==> config.mk <==
export PLATFORM = sky130hd
export DESIGN_NAME = rst_seq_ctrl
export DESIGN_NICKNAME = d
export VERILOG_FILES = /design/src/rtl/rst_seq_ctrl.sv
export SDC_FILE = /design/constraint.sdc
export NUM_CORES = 1
export LEC_CHECK = 0
export BUFFER_PORTS_ARGS = -buffer_cell sky130_fd_sc_hd__buf_4
export CAP_MARGIN = 20
export CORE_ASPECT_RATIO = 1.25
export CORE_UTILIZATION = 45
export DETAILED_ROUTE_END_ITERATION = 10
export GPL_TIMING_DRIVEN = 0
export HOLD_SLACK_MARGIN = 0.03
export PLACE_DENSITY_LB_ADDON = 0.25
export SLEW_MARGIN = 15
export SYNTH_ARGS = -nofsm -noshare
export SYNTH_HDL_FRONTEND = slang
export SYNTH_SLANG_ARGS = --single-unit
==> constraint.sdc <==
create_clock -name clk -period 4.2 [get_ports clk]
set_input_delay 0.21 -clock clk [delete_from_list [all_inputs] [get_ports clk]]
set_output_delay 0.21 -clock clk [all_outputs]
set_load 0.02 [all_outputs]
==> src/rtl/rst_seq_ctrl.sv <==
module rst_seq_ctrl #(
  parameter int MIN_W   = 4,
  parameter int STRETCH = 4096
) (
  input  logic       clk,
  input  logic       por_n_in,
  input  logic       hard_n_in,
  input  logic       soft_n_in,
  output logic       core_rst_n,
  output logic       soft_rst_n,
  output logic       hard_drv_n,
  output logic       soft_drv_n,
  output logic [1:0] rst_cause
);
  localparam int LW = (MIN_W > 2) ? $clog2(MIN_W) : 1;
  localparam int SW = $clog2(STRETCH);
  localparam logic [LW-1:0] LMAX = LW'(MIN_W - 1);
  localparam logic [SW-1:0] SMAX = SW'(STRETCH - 1);

  typedef enum logic [2:0] {
    ST_PHOLD = 3'd0,
    ST_PSTR  = 3'd1,
    ST_HHOLD = 3'd2,
    ST_HSTR  = 3'd3,
    ST_SHOLD = 3'd4,
    ST_RUN   = 3'd5
  } st_t;

  logic [2:0]    raw, m1, m2, act;
  st_t           st, nxt;
  logic [SW-1:0] sc;

  assign raw = {soft_n_in, hard_n_in, por_n_in};

  always_ff @(posedge clk) begin
    m1 <= raw;
    m2 <= m1;
  end

  for (genvar i = 0; i < 3; i++) begin : g_qual
    logic [LW-1:0] lo;
    always_ff @(posedge clk) begin
      if (m2[i])          lo <= '0;
      else if (lo != LMAX) lo <= lo + 1'b1;
    end
    assign act[i] = !m2[i] && (lo == LMAX);
  end

  always_comb begin
    nxt = st;
    case (st)
      ST_PHOLD: nxt = ST_PSTR;
      ST_PSTR:  if (sc == SMAX) nxt = ST_RUN;
      ST_HHOLD: if (!act[1]) nxt = ST_HSTR;
      ST_HSTR:  if (act[1]) nxt = ST_HHOLD;
                else if (sc == SMAX) nxt = ST_RUN;
      ST_SHOLD: if (act[1]) nxt = ST_HHOLD;
                else if (!act[2]) nxt = ST_RUN;
      ST_RUN:   if (act[1]) nxt = ST_HHOLD;
                else if (act[2]) nxt = ST_SHOLD;
      default:  nxt = ST_PHOLD;
    endcase
    if (act[0]) nxt = ST_PHOLD;
  end

  always_ff @(posedge clk) begin
    st <= nxt;
    if ((st == ST_PSTR || st == ST_HSTR) && nxt == st) sc <= sc + 1'b1;
    else                                               sc <= '0;
    core_rst_n <= !(nxt inside {ST_PHOLD, ST_PSTR, ST_HHOLD, ST_HSTR});
    soft_rst_n <= (nxt == ST_RUN);
    hard_drv_n <= !(nxt inside {ST_PHOLD, ST_PSTR});
    soft_drv_n <= !(nxt inside {ST_PHOLD, ST_PSTR});
    if (nxt == ST_PHOLD)      rst_cause <= 2'd0;
    else if (nxt == ST_HHOLD) rst_cause <= 2'd1;
    else if (nxt == ST_SHOLD) rst_cause <= 2'd2;
  end


  hold_needs_low_chk: assert property (@(posedge clk) disable iff (!por_n_in)
    (st == ST_HHOLD) |-> !$past(m2[1]));

  stretch_len_chk: assert property (@(posedge clk) disable iff (!por_n_in)
    $rose(core_rst_n) |-> ($past(sc) == SMAX));

  pins_por_only_chk: assert property (@(posedge clk) disable iff (!por_n_in)
    !hard_drv_n |-> (rst_cause == 2'd0 && !core_rst_n));

  soft_only_chk: assert property (@(posedge clk) disable iff (!por_n_in)
    (st == ST_SHOLD) |-> (core_rst_n && hard_drv_n && soft_drv_n));

  level_order_chk: assert property (@(posedge clk) disable iff (!por_n_in)
    !core_rst_n |-> !soft_rst_n);

  stretch_steady_chk: assert property (@(posedge clk) disable iff (!por_n_in)
    (st == ST_HSTR && $past(st) == ST_HSTR) |-> (sc == $past(sc) + 1'b1));

  cause_clear_chk: assert property (@(posedge clk) disable iff (!por_n_in)
    (rst_cause == 2'd0 && $past(rst_cause) != 2'd0) |-> (st == ST_PHOLD));
endmodule

; Word level (Yosys, flattened, before mapping)
; Index checks and enable logic that the tools add are counted.
[op_classes]
addsub = 4
n_eq_ne = 18
mux = 11
n_reduce_logical = 16
[ops]
columns = op, count
row1 = 2-to-1 mux 3 bit, 8
row2 = one-hot mux 3 bit (6 select lines), 1
row3 = adder 12 x 1 -> 12 bit (second input constant), 1
row4 = == test 12 bit (second input constant), 1
row5 = == test 3 x 2 -> 1 bit (second input constant), 4
row6 = == test 3 bit (second input constant), 4
row7 = adder 2 x 1 -> 2 bit (second input constant), 3
row8 = == test 2 bit (second input constant), 3
row9 = == test 3 x 1 -> 1 bit (second input constant), 2
row10 = logical NOT 3 bit, 2
row11 = != test 2 bit (second input constant), 3
row12 = logical NOT 1 bit, 5
row13 = logical AND 1 bit, 4
row14 = nonzero test 2 bit, 2
row15 = nonzero test 4 bit, 1
row16 = == test 3 bit, 1
row17 = 2-to-1 mux 1 bit, 2
row18 = OR reduction 2 bit, 1
row19 = logical OR 1 bit, 1
[word_totals]
regBits = 32
input_bits = 4
output_inout_bits = 6
word_cells = 61

; Longest topological paths before layout
; Gate-level depths: netlist (run 1).
[depth]
depth_word = 9
ltp_mapped = 7
depth_no_buf = 6

; Least setup slack after synthesis (run 1)
; No wires, ideal clock.
[synth_path]
kind = reg-to-reg
start = register g_qual[1].lo[0]
end = register rst_cause[1]
setup_ns = 0.115
arrival_ns = 1.518
t_required_ns = 4.085
slack_ns = 2.568
stages_incl_launch_ff = 7
n_path_buf = 0
period_less_slack_ns = 1.632
path_cell_list = dfxtp_1 -> ha_1 -> nor2b_4 -> maj3_2 -> a311oi_4 -> nor3b_1 -> o21a_1
[synth_via]
elab_chain_len = 7
word_cells_on_any_way = 12
cone_classes = 3 x eq/ne / 6 x mux / 3 x reduce/logical
[synth_lines]
columns = element, line_no
row1 = start: declaration, 41  ; logic [LW-1:0] lo;
row2 = start signal: assignment, 44  ; else if (lo != LMAX) lo <= lo + 1'b1;
row3 = == test 2 bit *, 46  ; assign act[i] = !m2[i] && (lo == LMAX);
row4 = logical AND 1 bit *, 46
row5 = 2-to-1 mux 3 bit (on tied branches), n/a
row6 = one-hot mux 3 bit (6 select lines) *, 51  ; case (st)
row7 = 2-to-1 mux 3 bit *, 63  ; if (act[0]) nxt = ST_PHOLD;
row8 = via nxt[0], 30  ; st_t st, nxt;
row9 = == test 3 x 2 -> 1 bit or logical NOT 3 bit (tied branches), "75, 74"
row10 = OR reduction 2 bit (no line), n/a
row11 = end signal: assignment, 74  ; if (nxt == ST_PHOLD) rst_cause <= 2'd0;
row12 = end signal: assignment, 75  ; else if (nxt == ST_HHOLD) rst_cause <= 2'd1;
row13 = end signal: assignment, 76  ; else if (nxt == ST_SHOLD) rst_cause <= 2'd2;
row14 = end: declaration, 13  ; output logic [1:0] rst_cause
; The timed path passes the listed nets; every way through them passes the cells marked *.
; A chain may end at the register's enable or synchronous reset.

; Worst setup path after layout (run 1)
[layout_path]
start = register sc[0]
end = register sc[11]
[layout_via]
elab_chain_len = 7
word_cells_on_any_way = 8
cone_classes = 1 x add/sub / 2 x eq/ne / 4 x mux / 1 x reduce/logical
[layout_lines]
columns = element, line_no
row1 = start: declaration, 31  ; logic [SW-1:0] sc;
row2 = start signal: assignment, 68  ; if ((st == ST_PSTR || st == ST_HSTR) && nxt == st) sc <= sc + 1'b1;
row3 = == test 12 bit, "53, 56"
row4 = 2-to-1 mux 3 bit, "53, 56"
row5 = 2-to-1 mux 3 bit, 55  ; ST_HSTR: if (act[1]) nxt = ST_HHOLD;
row6 = one-hot mux 3 bit (6 select lines), 51
row7 = 2-to-1 mux 3 bit, 63
row8 = == test 3 bit, 68
row9 = logical AND 1 bit, 68
; Several ways; a longest one is shown, not always the timed one.

==> impl_metrics.toml, run 1 <==
[global_routing]
met3_usage = 0.0752
antenna_found_initial = 0
grt_max_degree = 11
grtUsageMet1 = 0.131
grt_pass1_wl_um = 3170
use_met2 = 0.272
track_usage = 0.149
gr-total-overflow = 0
grt_pass1_vias = 796
busiest_layer = "met2"

[setup_path]
crit_slowest_cell = "dfxtp_1"
path_max_fanout = 10
crit_type = "register to register"
endpoint_kind = "register"
critPathRequiredTime_ns = 4.42
worstPathCellList = "ha_1 -> nand3_1 -> nor3_2 -> a31oi_2 -> nand4_2 -> buf_6 -> nor2_2"
crit-reg2reg-launch = "sc[0]"
max_stage_delay_ns = 0.40
worst_ep_arrival_time_ns = 2.05
startpoint_type = "register"
critPathLaunch = "sc[0]"

[clock_network]
clk_pin_slew_ns = 0.09
ctsResizeCount = 0
cts_htree_levels = 2
cts_buffers = 5
clk_path_buf_depth = 2
cts_sinks = 32
cts_tree = "yes"
clkLatencyLatePin_ns = 0.33
clockRootBuffer = "clkbuf_4"

[synthesis]
synthAdderAreaFrac = 0.0493
synth-xor-area-share = 0.0915
synth_top_family_by_area = "simple AND/OR/NAND/NOR gates"
synth_compound_area_frac = 0.0684
seq_area_frac_synth = 0.515
synth.area.top_cells = "dfxtp_1 (52%), xor2_1 (5.6%), nor2_2 (5.0%)"
muxShareOfSynthArea = 0.0241
synth_area_mm2 = 0.00124
yosysWarnings = 0
synth_top_area_share = 0.515
avgSynthCellArea_um2 = 10.9
postSynthCellCount = 114
yosysTopAreaCell = "dfxtp_1"
yosys.area_share.simple = 0.224
synth_cell_types = 35
syn-num-nets = 122
synth-seq-cells = 32

[finish]
finalInstanceArea_mm2 = 0.00143
regArea_um2 = 641
fill_cells = 233
mostFrequentLayoutCells = "dfxtp_1 (32), nor2_1 (11), nor2_2 (10), buf_4 (10), xor2_1 (8)"
multiInputGateArea_um2 = 569
layout_commonest_cell = "dfxtp_1"
fin_nets = 141
syn2layout_area_growth_pct = 14.9
drive_gt1_frac = 0.263
num_antenna_cells = 0

[routing]
via_count = 805
wirelength_um = 1690
drc = 0
detail_route.wl_per_cell_um = 10.2
drtIter0Drc = 9
dr.pass1.iters = 3
postRouteAntennaNets = 0
viasPerCell = 4.85

[floorplan]
die_width_um = 49.0
core_mm2 = 0.00253
rows = 20
initial_core_util = 0.492
dieArea_mm2 = 0.00298
io_pins = 10
die_h_um = 60.8

[run_status]
status = "finished clean"

[sta]
setup_tns_ns = 0
final_hold_viol_count = 0
fin_skew_ns = 0.0112
report.final.setup_viol = 0
max_clock_freq_mhz = 545
rsz0062_at_grt = "no"
maxSlewViolCount = 0
slew_headroom = 0.763
worstMarginPinSlew_ns = 0.355
period_needed_ns = 1.84
timing.final.crit_share = 0.437

[power_and_ir_drop]
p_leak_uw = 0.000609
switchingPower_uw = 261
sw_frac_of_total = 0.325
pwr-share-comb = 0.298
p_clk_frac = 0.193
power_frac_seq = 0.509
vdd_drop_max_v = 0.000314
powerDensity_mw_per_mm2 = 561
internal_power_uw = 541

[min_path]
hold_path_class = "register to register"
hp-start = "m1[0]"

[place]
gp_congestion = 0.780
hpwlAfterDp_um = 1230
dpl_cell_area_mm2 = 0.00135
port_buffers = 9

[job]
drv_cap = 0
[final timing paths]
kind         slack (ns)  depth (start not counted)     end
max                2.36                          7  sc[11]
min                0.34                          0   m2[0]
max reg2reg        2.36                          7  sc[11]
min reg2reg        0.34                          0   m2[0]
[registers in the layout (all words and copies together) (netlist names)]
| register | flops |
|---|---|
| sc | 12 |
| st | 3 |
| g_qual.lo | 6 |
| core_rst_n | 1 |
| rst_cause | 2 |
| m1 | 3 |
| m2 | 3 |
| soft_drv_n | 1 |
| soft_rst_n | 1 |
[worst max-delay path, delay by kind of cell, from the launching register on]
kind / cells / cell delay [ns]
compound gates: 1 / 0.20
fa+ha+maj: 1 / 0.23
buf+inv: 1 / 0.19
flops: 1 / 0.40
simple gates: 4 / 0.71
[layer usage]
| metal | share of wire | up-vias | wire length, µm |
|---|---|---|---|
| met5 | 0 | - | 0 |
| met4 | 0.030 | 0 | 51 |
| met3 | 0.046 | 6 | 77 |
| met2 | 0.49 | 11 | 822 |
| met1 | 0.44 | 365 | 736 |
| li1 | - | 423 | - |
[power by group through the flow]
| stage | Combinational, µW | Clock (µW) | Sequential, µW |
|---|---|---|---|
| final | 239 | 155 | 408 |
| after floorplan | 167 | 0 | 426 |
| after CTS | 243 | 165 | 409 |
| after detailed placement | 240 | 0 | 415 |
| after global placement | 231 | 0 | 413 |
| after global routing | 266 | 180 | 416 |
[final cells by class]
cell class | instances | share of cell area
multi-input combinational | 76 | 0.398
clock buffer | 6 | 0.0289
clock inverter | 1 | 0.00350
sequential | 32 | 0.448
inverter | 4 | 0.0105
buffer | 2 | 0.0131
tap | 33 | 0.0289
timing repair buffer | 12 | 0.0683
[per-stage QoR]
stage          instances  worst slack, ns  power [µW]  hold WS (ns)   util
2_1_floorplan        114             2.57         593         0.238      -
3_3_place_gp         156             2.42         644         0.312  0.535
3_5_place_dp         156             2.38         655         0.315  0.535
4_1_cts              166             2.35         817         0.339  0.565
5_1_grt              166             2.18         863         0.354  0.565
6_report             166             2.36         802         0.335  0.565
[kinds of logic (layout without fill, tap and decap cells)]
group	count (synthesis)	after routing
AND/OR/NAND/NOR	46	46
flip-flops	32	32
XOR/XNOR	13	13
AO/OA/AOI/OAI	9	9
buffers and inverters	6	25
adder cells (fa/ha/maj)	5	5
multiplexers	3	3
[what timing repair did]
item	in CTS	in global routing
hold buffers	3	0
hold endpoints to repair	3	0
buffers inserted	0	0
[synth_stat cells]
cell type  instances
nand2_1            2
dfxtp_1           32
o31ai_1            1
a31oi_2            1
and2b_1            1
nor2b_4            1
mux2i_1            3
nor2_1            11
and2_0             1
nor3_1             1
a21o_1             1
nor2_4             1
a31o_2             1
nor4bb_1           1
nand4_1            1
a21oi_1            3
xor2_1             8
inv_1              4
xnor2_1            5
buf_4              1
nand3_1            5
maj3_2             1
nand4_2            1
and3_1             4
a311oi_4           1
buf_6              1
nor2b_1            1
nand2b_1           1
nor2_2            10
nor3_2             1
and2_1             1
o21a_1             1
ha_1               4
and4_1             1
nor3b_1            1
No activity file was read; power rests on OpenSTA's default activity.
==> inputs of run 2 (changes only) <==
==> constraint.sdc (replaced) <==
create_clock -name clk -period 1.7 [get_ports clk]
set_input_delay 0.085 -clock clk [delete_from_list [all_inputs] [get_ports clk]]
set_output_delay 0.085 -clock clk [all_outputs]
set_load 0.02 [all_outputs]
==> impl_metrics.toml, run 2 (same netlist as run 1, synthesis figures left out) <==
[floorplan]
io_pins = 10
initial_core_util = 0.492
die_width_um = 49.0
dieArea_mm2 = 0.00298
core_mm2 = 0.00253
die_h_um = 60.8
rows = 20

[finish]
layout_commonest_cell = "dfxtp_1"
drive_gt1_frac = 0.314
mostFrequentLayoutCells = "dfxtp_1 (31), buf_4 (14), nor2_1 (11)"
num_antenna_cells = 0
final_cells = 170
top_register = "sc"
utilization = 0.586
top_regs = "sc: 12 flops, g_qual.lo: 6 flops"
syn2layout_area_growth_pct = 19.0
fin_nets = 145
largest_reg_flops = 12

[sta]
period_needed_ns = 1.62
fin_skew_ns = 0.0113
timing.final.crit_share = 0.953
worst_slack_ns = 0.0797
report.final.setup_viol = 0
max_clock_freq_mhz = 617
final_hold_viol_count = 0
maxSlewViolCount = 0
slew_headroom = 0.763
whs_ns = 0.336
worstMarginPinSlew_ns = 0.355

[setup_path]
endpoint_kind = "register"
path_delay_family = "simple AND/OR/NAND/NOR gates"
worstPathCellList = "ha_2 -> nor2b_4 -> and2b_1 -> a31o_2 -> nor3b_1 -> o21a_1"
worst_ep_arrival_time_ns = 1.85
critPathRequiredTime_ns = 1.93
crit_type = "register to register"
startpoint_type = "register"
critPathBufInv = 0
reg2reg_slack_ns = 0.08
ff2ff_path_depth = 6
crit-reg2reg-launch = "g_qual[1].lo[0]"
reg2reg_to = "rst_cause[1]"
crit_slowest_cell = "dfxtp_1"
path_max_fanout = 5
max_stage_delay_ns = 0.36

[global_routing]
grt_max_degree = 11
gr-total-overflow = 0
antenna_found_initial = 0
track_usage = 0.155
grt_pass1_vias = 835
grt_pass1_wl_um = 3260

[clock_network]
clockRootBuffer = "clkbuf_4"
clk_pin_slew_ns = 0.09
cts_buffers = 5
cts_tree = "yes"
clk_path_buf_depth = 2
cts_htree_levels = 2
clkLatencyLatePin_ns = 0.33
cts_sinks = 32

[place]
dp_slack_ns = -0.124
dpl.cell_count = 156
hpwlAfterDp_um = 1230
port_buffers = 9
gp_congestion = 0.780

[routing]
drc = 0
top_layer = "met4"
postRouteAntennaNets = 0
via_count = 820
wl_met3_um = 77
wirelength_um = 1750
drtIter0Drc = 4
viasPerCell = 4.82
dr_wl_met2_um = 847
dr.pass1.iters = 3
detail_route.wl_per_cell_um = 10.3
wirelength_met1_um = 767

[min_path]
whs_path_depth = 0
hold_path_class = "register to register"
holdPathEnd = "m2[0]"
hp-start = "m1[0]"

[run_status]
status = "finished clean"

[power_and_ir_drop]
vdd_drop_max_v = 0.000812
power_uw = 2040
p_leak_uw = 0.000640
powerDensity_mw_per_mm2 = 1380

[job]
drv_cap = 0
run 2: cell count changes in the layout (fill, tap and decap cells not counted), sizes merged:
cell | before | now
buf | 11 | 15
run 2: timing repair:
action	4_1_cts	5_1_grt
setup buffers	2	2
gates resized for setup	3	3
hold endpoints to repair	3	0
pin swaps	2	3
setup endpoints to repair	11	14
hold buffers	3	0
run 2: how the worst max path moves through the flow:
stage	start	endpoint	depth (start not counted)
floorplan	g_qual[1].lo[0]	rst_cause[1]	6
global placement	sc[0]	sc[2]	7
detailed placement	sc[0]	sc[11]	7
CTS	g_qual[1].lo[0]	sc[6]	7
global route	g_qual[1].lo[0]	sc[11]	7
finish	g_qual[1].lo[0]	rst_cause[1]	6
run 2: where the power goes:
part	switching (µW)	leakage, µW	total [µW]	internal, µW
sequential	111	0.000264	1010	904
combinational	317	0.000349	633	317
clock	236	0.0000281	388	152
run 2: cell type report:
cell class / count / area [µm²]
Clock buffer: 6 / 41.3
Clock inverter: 1 / 5.00
Tap cell: 33 / 41.3
Inverter: 4 / 15.0
Fill cell: 229 / 1050
Timing Repair Buffer: 16 / 128
Multi-Input combinational cell: 76 / 586
Buffer: 2 / 22.5
Sequential cell: 32 / 642
run 2: metal layers:
layer / up-vias / track usage
met1: 377 / 0.129
met2: 11 / 0.278
met4: 0 / 0.134
met5: - / 0
met3: 7 / 0.0777
li1: 425 / -
run 2: stage by stage:
stage,setup TNS (ns),area [µm²]
finish,0,1480
floorplan,0,1240
global placement,-0.785,1350
detailed placement,-1.22,1350
global route,-0.0108,1480
CTS,0,1460
